--- src/rtl/s2h_pkg.sv ---
// Shared types for the packed single-to-half converter.
// Assumes: binary32 inputs, binary16 outputs, 128-bit result word.
package s2h_pkg;

    localparam int SINGLE_W = 32;
    localparam int HALF_W   = 16;
    localparam int RES_W    = 128;

    // Rounding directions; encoding is shared by the immediate and the dynamic field.
    typedef enum logic [1:0] {
        RM_NEAR = 2'd0,
        RM_DOWN = 2'd1,
        RM_UP   = 2'd2,
        RM_ZERO = 2'd3
    } rmode_t;

    // Exception flags, bit 0 is inexact.
    typedef struct packed {
        logic inv;
        logic ovf;
        logic unf;
        logic inx;
    } xflags_t;

endpackage

--- src/rtl/s2h_mode_sel.sv ---
// Picks the rounding direction for one operation.
// Assumes: immediate bit 2 selects the dynamic field; bits 7:3 carry no meaning.
module s2h_mode_sel
    import s2h_pkg::*;
(
    input  logic [7:0] imm_i,
    input  logic [1:0] dyn_i,
    output rmode_t     mode_o
);

    logic unused_imm_hi;
    assign unused_imm_hi = ^imm_i[7:3];

    // Immediate field or dynamic field, chosen by immediate bit 2.
    always_comb begin
        mode_o = imm_i[2] ? rmode_t'(dyn_i) : rmode_t'(imm_i[1:0]);
    end

endmodule

--- src/rtl/s2h_lane.sv ---
// One combinational binary32 -> binary16 converter lane.
// Assumes: mode_i is stable for the operation; clk/rst_n only time the checks.
// Tininess is judged before rounding; binary32 subnormals enter the tiny path.
module s2h_lane
    import s2h_pkg::*;
(
    input  logic                clk,
    input  logic                rst_n,
    input  logic [SINGLE_W-1:0] f_i,
    input  rmode_t              mode_i,
    output logic [HALF_W-1:0]   h_o,
    output xflags_t             x_o
);

    localparam logic [7:0] EXP_MIN_NORM = 8'd113; // binary32 exponent of 2^-14
    localparam logic [7:0] EXP_TOO_BIG  = 8'd143; // binary32 exponent of 2^16
    localparam logic [7:0] EXP_SHIFT0   = 8'd126; // tiny-path shift = 126 - exp
    localparam logic [7:0] EXP_SHCAP    = 8'd94;  // below this, everything is sticky
    localparam logic [14:0] MAG_INF     = 15'h7C00;
    localparam logic [14:0] MAG_MAX     = 15'h7BFF;

    logic        sgn;
    logic [7:0]  exp_in;
    logic [22:0] man;
    logic [7:0]  exp_eff;
    logic [23:0] sig;
    logic        tiny;
    logic        big;
    logic [6:0]  sht;
    logic [41:0] wide;
    logic [9:0]  kept;
    logic        grd;
    logic        stk;
    logic        inc;
    logic [4:0]  hexp;
    logic [14:0] sum;
    logic        rnd_ovf;
    logic        to_inf;

    assign sgn     = f_i[31];
    assign exp_in  = f_i[30:23];
    assign man     = f_i[22:0];
    assign exp_eff = (exp_in == 8'd0) ? 8'd1 : exp_in;
    assign sig     = {exp_in != 8'd0, man};
    assign tiny    = exp_eff < EXP_MIN_NORM;
    assign big     = exp_in >= EXP_TOO_BIG;

    // Gather kept mantissa bits plus guard and sticky for the active path.
    always_comb begin
        sht  = (exp_eff <= EXP_SHCAP) ? 7'd32 : 7'(EXP_SHIFT0 - exp_eff);
        wide = 42'({sig, 32'd0} >> sht);
        if (tiny) begin
            kept = wide[41:32];
            grd  = wide[31];
            stk  = |wide[30:0];
        end else begin
            kept = man[22:13];
            grd  = man[12];
            stk  = |man[11:0];
        end
    end

    // Decide the rounding increment from direction, sign and discarded bits.
    always_comb begin
        unique case (mode_i)
            RM_NEAR: inc = grd & (stk | kept[0]);
            RM_DOWN: inc = sgn & (grd | stk);
            RM_UP:   inc = ~sgn & (grd | stk);
            default: inc = 1'b0;
        endcase
    end

    assign hexp    = tiny ? 5'd0 : 5'(exp_in - 8'd112);
    assign sum     = {hexp, kept} + 15'(inc);
    assign rnd_ovf = sum[14:10] == 5'h1f;
    assign to_inf  = (mode_i == RM_NEAR) | ((mode_i == RM_UP) & ~sgn) | ((mode_i == RM_DOWN) & sgn);

    // Final result and flags per input class.
    always_comb begin
        h_o = {sgn, sum};
        x_o = '0;
        if (exp_in == 8'hff) begin
            if (man == 23'd0) begin
                h_o = {sgn, MAG_INF};
            end else begin
                h_o     = {sgn, 5'h1f, 1'b1, man[21:13]};
                x_o.inv = ~man[22];
            end
        end else if (big || rnd_ovf) begin
            h_o     = {sgn, to_inf ? MAG_INF : MAG_MAX};
            x_o.ovf = 1'b1;
            x_o.inx = 1'b1;
        end else begin
            x_o.inx = grd | stk;
            x_o.unf = tiny & (grd | stk);
        end
    end

    p_sign_keep_r1: assert property (@(posedge clk) disable iff (!rst_n)
        h_o[15] == f_i[31]);
    p_ovf_sat_r3: assert property (@(posedge clk) disable iff (!rst_n)
        x_o.ovf |-> (h_o[14:0] == MAG_INF || h_o[14:0] == MAG_MAX));
    p_unf_inexact_r4: assert property (@(posedge clk) disable iff (!rst_n)
        x_o.unf |-> x_o.inx);
    p_unf_small_r4: assert property (@(posedge clk) disable iff (!rst_n)
        x_o.unf |-> (h_o[14:10] <= 5'd1));
    p_nan_quiet_r6: assert property (@(posedge clk) disable iff (!rst_n)
        (f_i[30:23] == 8'hff && f_i[22:0] != 23'd0) |-> (h_o[14:9] == 6'h3f));

endmodule

--- src/rtl/pk_s2h_cvt.sv ---
// Packed binary32 -> binary16 converter, LANES lanes in parallel.
// Assumes: LANES is 4 or 8; one register stage; synchronous active-low reset.
module pk_s2h_cvt
    import s2h_pkg::*;
#(
    parameter int LANES = 8
) (
    input  logic                      clk,
    input  logic                      rst_n,
    input  logic                      valid_i,
    input  logic [LANES*SINGLE_W-1:0] src_i,
    input  logic [7:0]                imm_i,
    input  logic [1:0]                dyn_rc_i,
    output logic                      valid_o,
    output logic [RES_W-1:0]          half_o,
    output logic [3:0]                flags_o
);

    localparam int PACK_W = LANES * HALF_W;

    rmode_t            mode;
    logic [PACK_W-1:0] pack;
    xflags_t           lane_x [LANES];
    logic [3:0]        or_x;
    logic [PACK_W-1:0] half_q;

    s2h_mode_sel u_mode (
        .imm_i  (imm_i),
        .dyn_i  (dyn_rc_i),
        .mode_o (mode)
    );

    for (genvar g = 0; g < LANES; g++) begin : g_lane
        s2h_lane u_lane (
            .clk    (clk),
            .rst_n  (rst_n),
            .f_i    (src_i[g*SINGLE_W +: SINGLE_W]),
            .mode_i (mode),
            .h_o    (pack[g*HALF_W +: HALF_W]),
            .x_o    (lane_x[g])
        );
    end

    // Merge lane flags into one set for the operation.
    always_comb begin
        or_x = '0;
        for (int i = 0; i < LANES; i++) begin
            or_x = or_x | lane_x[i];
        end
    end

    // Output stage: capture on strobe, valid follows strobe by one clock.
    always_ff @(posedge clk) begin
        if (!rst_n) begin
            valid_o <= 1'b0;
            half_q  <= '0;
            flags_o <= '0;
        end else begin
            valid_o <= valid_i;
            if (valid_i) begin
                half_q  <= pack;
                flags_o <= or_x;
            end
        end
    end

    if (PACK_W < RES_W) begin : g_narrow
        assign half_o = {{(RES_W-PACK_W){1'b0}}, half_q};
    end else begin : g_wide
        assign half_o = half_q;
    end

    p_valid_set_r7: assert property (@(posedge clk) disable iff (!rst_n)
        valid_i |=> valid_o);
    p_valid_clr_r7: assert property (@(posedge clk) disable iff (!rst_n)
        !valid_i |=> !valid_o);
    p_hold_r7: assert property (@(posedge clk) disable iff (!rst_n)
        !valid_i |=> ($stable(half_o) && $stable(flags_o)));
    p_ovf_flags_r3: assert property (@(posedge clk) disable iff (!rst_n)
        flags_o[2] |-> flags_o[0]);

endmodule

--- config.mk ---
export PLATFORM = sky130hd
export DESIGN_NAME = pk_s2h_cvt
export DESIGN_NICKNAME = d
export VERILOG_FILES = /design/src/rtl/s2h_pkg.sv /design/src/rtl/s2h_mode_sel.sv /design/src/rtl/s2h_lane.sv /design/src/rtl/pk_s2h_cvt.sv
export SDC_FILE = /design/constraint.sdc
export NUM_CORES = 2
export LEC_CHECK = 0
export CELL_PAD_IN_SITES_DETAIL_PLACEMENT = 1
export CELL_PAD_IN_SITES_GLOBAL_PLACEMENT = 1
export CORE_ASPECT_RATIO = 0.9
export CORE_UTILIZATION = 37
export DETAILED_ROUTE_END_ITERATION = 10
export PLACE_DENSITY = 0.75
export REMOVE_ABC_BUFFERS = 1
export SYNTH_ARGS = -nofsm -noshare
export SYNTH_HDL_FRONTEND = slang
export SYNTH_SLANG_ARGS = --single-unit
--- constraint.sdc ---
create_clock -name clk -period 7.9 [get_ports clk]
set_input_delay 0.79 -clock clk [delete_from_list [all_inputs] [get_ports clk]]
set_output_delay 0.79 -clock clk [all_outputs]
set_load 0.01 [all_outputs]
# ---- Word-level counts from Yosys, hierarchy flattened
# Index checks and enable logic that the tools add are counted.
dict set report classes {
  add_sub_neg 24
  reduce_logical 49
  order_cmp 24
  shift 8
  muxes 137
  n_bitwise 103
  eq_ne 18
}
# cell n
set ops {}
lappend ops {{right shift 56 x 7 -> 42 bit} 8}
lappend ops {{OR reduction 31 bit} 8}
lappend ops {{2-to-1 mux 15 bit} 16}
lappend ops {{zero test 23 bit} 8}
lappend ops {{2-to-1 mux 10 bit} 16}
lappend ops {{adder 15 x 1 -> 15 bit} 8}
lappend ops {{OR reduction 12 bit} 8}
lappend ops {{2-to-1 mux 11 bit} 8}
lappend ops {{equality test 8 bit, second input constant} 8}
lappend ops {{greater-or-equal comparator 8 bit, second input constant} 8}
lappend ops {{less-or-equal comparator 8 x 7 -> 1 bit, second input constant} 8}
lappend ops {{zero test 8 bit} 8}
lappend ops {{less-than comparator 8 x 7 -> 1 bit, second input constant} 8}
lappend ops {{2-to-1 mux 8 bit} 8}
lappend ops {{nonzero test 8 bit} 8}
lappend ops {{2-to-1 mux 1 bit} 56}
lappend ops {{2-to-1 mux 7 bit} 8}
lappend ops {{subtractor 7 bit, first input constant} 8}
lappend ops {{bitwise AND 1 bit} 48}
lappend ops {{equality test 5 bit, second input constant} 8}
lappend ops {{2-to-1 mux 5 bit} 8}
lappend ops {{subtractor 5 bit, second input constant} 8}
lappend ops {{OR 1 bit} 32}
lappend ops {{OR 4 bit} 7}
lappend ops {{other kinds (8)} 44}
dict set report word_totals {
  inputBits 269
  register_bits 133
  out_inout_bits 133
}

# ---- Depth between registers and ports, before layout
dict set report depth {
  ltp_word 22
  mapped_depth 33
  ltp_nobuf 27
}

# ---- Cells and area by module
# From an unflattened synthesis, not the netlist that was laid out.
dict set report unflattened {
  cells_unflattened 4489
  area_unflattened_um2 32429.9
}
# module seq_area_each_um2 instances area_each_um2 cells_each
set by_module_without_submodules {}
lappend by_module_without_submodules {{s2h_lane at g_lane[2].u_lane ...} 0.0 4 3469.6 508}
lappend by_module_without_submodules {{s2h_lane at g_lane[0].u_lane ...} 0.0 4 3335.7 505}
lappend by_module_without_submodules {pk_s2h_cvt 2662.6 1 5186.2 435}
lappend by_module_without_submodules {s2h_mode_sel 0.0 1 22.5 2}

# ---- Worst setup path after synthesis
# Ideal clock, no wire load.
dict set report synth_timing {
  path_kind {input-to-reg}
  from {in src_i[120]}
  to {reg half_q[51] (netlist: half_o[51])}
  required_ns 7.785
  t_arrival_ns 7.694
  cell_stages 28
  n_path_buf 4
  setup_time_ns 0.115
  slack_ns 0.091
  cell_sequence {clkbuf_1 -> inv_1 -> a31o_2 -> inv_1 -> clkbuf_1 -> ha_1 -> clkbuf_1 -> nand4b_1 -> o22ai_2 -> mux2_2 -> o21ai_0 -> o22ai_1 -> a2111oi_0 -> or4b_2 -> o31ai_1 -> a31oi_1 -> or3_1 -> o21ai_0 -> a211oi_1 -> ha_1 -> ha_1 -> and2_0 -> clkbuf_1 -> a31oi_1 -> o211ai_1 -> o311ai_2 -> o221ai_1 -> o21a_1}
}
dict set report synth_via {
  elab_chain_cells 15
  word_cells_on_any_way 27
}
# element line_no
set synth_rtl {}
lappend synth_rtl {{start: declaration} pk_s2h_cvt.sv:11} ;# input logic [LANES*SINGLE_W-1:0] src_i,
lappend synth_rtl {{zero test 8 bit} s2h_lane.sv:43} ;# assign exp_eff = (exp_in == 8'd0) ? 8'd1 : exp_in;
lappend synth_rtl {{2-to-1 mux 8 bit} s2h_lane.sv:43}
lappend synth_rtl {{subtractor 7 bit or less-or-equal comparator 8 x 7 -> 1 bit (tied branches)} s2h_lane.sv:50} ;# sht = (exp_eff <= EXP_SHCAP) ? 7'd32 : 7'(EXP_SHIFT0 - exp_eff);
lappend synth_rtl {{2-to-1 mux 7 bit} s2h_lane.sv:50}
lappend synth_rtl {{right shift 56 x 7 -> 42 bit} s2h_lane.sv:51} ;# wide = 42'({sig, 32'd0} >> sht);
lappend synth_rtl {{OR reduction 31 bit} s2h_lane.sv:55} ;# stk = |wide[30:0];
lappend synth_rtl {{2-to-1 mux 1 bit} s2h_lane.sv:52} ;# if (tiny) begin
lappend synth_rtl {{OR 1 bit, on equally long branches} {s2h_lane.sv:67, s2h_lane.sv:68, s2h_lane.sv:66}}
lappend synth_rtl {{bitwise AND 1 bit, on equally long branches} {s2h_lane.sv:68, s2h_lane.sv:66, s2h_lane.sv:67}}
lappend synth_rtl {{one-hot mux 1 bit (3 select lines)} s2h_lane.sv:65} ;# unique case (mode_i)
lappend synth_rtl {{adder 15 x 1 -> 15 bit} s2h_lane.sv:74} ;# assign sum = {hexp, kept} + 15'(inc);
lappend synth_rtl {{equality test 5 bit} s2h_lane.sv:75} ;# assign rnd_ovf = sum[14:10] == 5'h1f;
lappend synth_rtl {{logical OR 1 bit} s2h_lane.sv:89} ;# end else if (big || rnd_ovf) begin
lappend synth_rtl {{2-to-1 mux 15 bit} s2h_lane.sv:89}
lappend synth_rtl {{2-to-1 mux 15 bit *} s2h_lane.sv:82} ;# if (exp_in == 8'hff) begin
lappend synth_rtl {{end signal: assignment} pk_s2h_cvt.sv:61} ;# half_q <= pack;
lappend synth_rtl {{end: declaration} pk_s2h_cvt.sv:25} ;# logic [PACK_W-1:0] half_q;
# Every way passes the cells marked *; elsewhere a longest branch is shown, timed or not.
# A chain may end at the register's enable or synchronous reset.

# ---- Worst setup path after layout
dict set report layout_timing {
  from {in src_i[90]}
  to {reg half_q[41] (netlist: half_o[41])}
}
# Same word-level chain as after synthesis.

==> results.sh <==
export IMPL_outcome="finished clean"
export IMPL_rows=99
export IMPL_syn_area_sq_um=30300
export IMPL_hold_path_class="flop to flop"
export IMPL_hpwl_mm=131
export IMPL_fin_ws_ns=0.315
export IMPL_worstRegToRegCells=4
export IMPL_vias=42100
export IMPL_setup_viol=0
export IMPL_post_place_ws_ns=-0.301
export IMPL_synth_top_area_share=0.0879
export IMPL_cts_buffers=17
export IMPL_drtIter0Drc=5306
export IMPL_final_nets=5211
export IMPL_grt_usage=0.387
export IMPL_grt_ovfl_total=0
export IMPL_period_needed_ns=7.59
export IMPL_antenna_found_initial=19
export IMPL_cp_slowest_cell="o41a_1"
export IMPL_fin_cells=6002
export IMPL_wl_per_cell_um=28.1
export IMPL_cpMostUsedCell="ha_1"
export IMPL_htreeDepth=4
export IMPL_rsz0062_at_grt="false"
export IMPL_hold_viol_final=0
export IMPL_via_per_inst=7.02
export IMPL_synthTopCellsByArea="dfxtp_1, mux2i_1, nand2_1, a21oi_1, o21ai_0"
export IMPL_drcViolationCount=0
export IMPL_grt_pass1_vias=40400
export IMPL_core_sq_um=81000
export IMPL_cts_setup_buffers=0
export IMPL_async_flop_share=0
export IMPL_cts_buffer_depth=2
export IMPL_crit_path_max_incr_delay_ns=0.58
export IMPL_ys_seq_elements=133
export IMPL_leakagePower_nw=13.9
export IMPL_vdd_ir_drop_max_mv=0.179
export IMPL_cts_resized=0
export IMPL_drive_gt1_frac=0.127
export IMPL_synth_largest_area_cell="dfxtp_1"
export IMPL_io_pins=402
export IMPL_fin_util=0.465
export IMPL_finalPower_mw=4.60
export IMPL_period_share=0.960
export IMPL_syn_inst=4532
export IMPL_synth_seq_area_share=0.0879
export IMPL_drv_cap=0
export IMPL_placed_cell_area_sq_um=36900
export IMPL_ant_nets=0
export IMPL_slew_viol_final=0
export IMPL_drtPass1Iterations=9
export IMPL_synth_cell_type_count=123
export IMPL_syn_avg_cell_area_sq_um=6.69
export IMPL_grt_pass1_wl_mm=254
export IMPL_min_path_cells=2
export IMPL_cts_hold_buffers=0
export IMPL_crit_fanout=27
export IMPL_rrSetupSlack_ns=6.93
export IMPL_cp_required_ns=8.33
export IMPL_clk_latency_ns=0.49
export IMPL_powerDensity_nw_per_um2=122
export IMPL_die_w_um=304
export IMPL_fmax_mhz=132
export IMPL_die_area_sq_um=83100
export IMPL_die_h_um=274
export IMPL_cts_sinks=133
export IMPL_worst_slew_pin_slew_ns=1.22
export IMPL_setup_tns_ns=0
export IMPL_relSlewSlack=0.179
export IMPL_gp_congestion=1.07
export IMPL_ys_flop_type="dfxtp_1"
export IMPL_initial_core_util=0.374
export IMPL_skew_ns=0
export IMPL_placedCellCount=5956
export IMPL_io_buffers=396
export IMPL_synth_edf_count=0
export IMPL_stdcell_area_sq_um=37700
export IMPL_drt_total_wl_mm=169
export IMPL_clk_pin_slew_ns=0.07
export IMPL_path_class="input pin to flop"
export IMPL_root_buffer="clkbuf_16"
export IMPL_yosysWarnings=0
export IMPL_hold_ws_ns=0.477
export IMPL_worstSetupStartpointType="input pin"
export IMPL_grt_max_degree=75
export IMPL_crit_path_end_kind="flop"
export IMPL_syn_to_final_growth_pct=24.2
export IMPL_cp_arrival_ns=8.02
export IMPL_cts_tree="done"
-- per-layer routing --
metal | track usage | part of all wire | vias up
met5 | 0 | 0.00051 | -
met4 | 0.164 | 0.042 | 12
met3 | 0.0803 | 0.10 | 410
met2 | 0.585 | 0.42 | 2529
met1 | 0.529 | 0.43 | 20600
li1 | - | - | 18600
-- cell families (layout without fill, tap and decap cells) --
family | after synthesis | count (layout) | synth area share
buf+inv | 539 | 935 | 0.0712
mux | 288 | 288 | 0.100
simple gates | 1669 | 1669 | 0.277
other cells | 0 | 14 | 0
fa+ha+maj | 27 | 27 | 0.0111
flops | 133 | 133 | 0.0879
compound gates | 1744 | 1744 | 0.414
xor+xnor | 132 | 132 | 0.0381
-- final cells by class --
type | count | area, sq um
antenna | 14 | 35.0
fill | 10400 | 43400
tap | 1060 | 1330
clock buffer | 21 | 470
inverter | 126 | 473
multi-input combinational | 3860 | 25600
sequential | 133 | 2660
clock inverter | 11 | 148
timing repair buffer | 777 | 6910
-- placed cells by master (no fill, tap or decap), types with 90 or more instances in the layout --
cell type | Yosys | final
nor4_1 | 94 | 91
nor3_1 | 157 | 157
mux2i_1 | 213 | 212
nand3_1 | 227 | 227
clkdlybuf4s50_1 | 0 | 394
a211oi_1 | 91 | 90
o211ai_1 | 104 | 104
a21oi_1 | 279 | 277
o21ai_0 | 275 | 272
inv_1 | 117 | 116
a31oi_1 | 101 | 100
nand2_1 | 446 | 446
nor2_1 | 310 | 308
o221ai_1 | 120 | 119
dfxtp_1 | 133 | 133
buf_4 | 9 | 375
-- synthesized netlist by cell type (55+ instances only) --
| cell | number |
|---|---|
| nand2_1 | 446 |
| nor2_1 | 310 |
| clkbuf_1 | 301 |
| a21oi_1 | 279 |
| o21ai_0 | 275 |
| nand3_1 | 227 |
| mux2i_1 | 213 |
| nor3_1 | 157 |
| dfxtp_1 | 133 |
| o221ai_1 | 120 |
| inv_1 | 117 |
| o211ai_1 | 104 |
| a31oi_1 | 101 |
| nor4_1 | 94 |
| a211oi_1 | 91 |
| nand4_1 | 78 |
| xnor2_1 | 77 |
| and3_1 | 70 |
| mux2_2 | 68 |
| o22ai_1 | 67 |
| buf_2 | 57 |
| xor2_1 | 55 |
-- final timing paths --
path / from / to
min: half_o[6]$_SDFFE_PN0P_ / half_o[6]$_SDFFE_PN0P_
max reg2reg: half_o[85]$_SDFFE_PN0P_ / half_o[85]$_SDFFE_PN0P_
min reg2reg: half_o[6]$_SDFFE_PN0P_ / half_o[6]$_SDFFE_PN0P_
max: src_i[90] / half_o[41]$_SDFFE_PN0P_
-- flip-flops by register name (all words and copies together), names as in the netlist --
| register | flops |
|---|---|
| flags_o | 4 |
| valid_o | 1 |
| half_o | 128 |
-- power by group --
| part | switching, mW | internal [mW] | total, mW |
|---|---|---|---|
| combinational | 1.82 | 1.11 | 2.93 |
| sequential | 0.0441 | 0.724 | 0.768 |
| clock | 0.381 | 0.521 | 0.902 |
| total | 2.25 | 2.36 | 4.60 |
-- worst max-delay path, delay by kind of cell --
kind                     cells  cell delay [ns]
AO/OA/AOI/OAI               17             3.71
AND/OR/NAND/NOR              5             1.39
buffers and inverters        4             0.98
adder cells (fa/ha/maj)      3             0.78
multiplexers                 1             0.33
No activity file was read; power rests on OpenSTA's default activity.
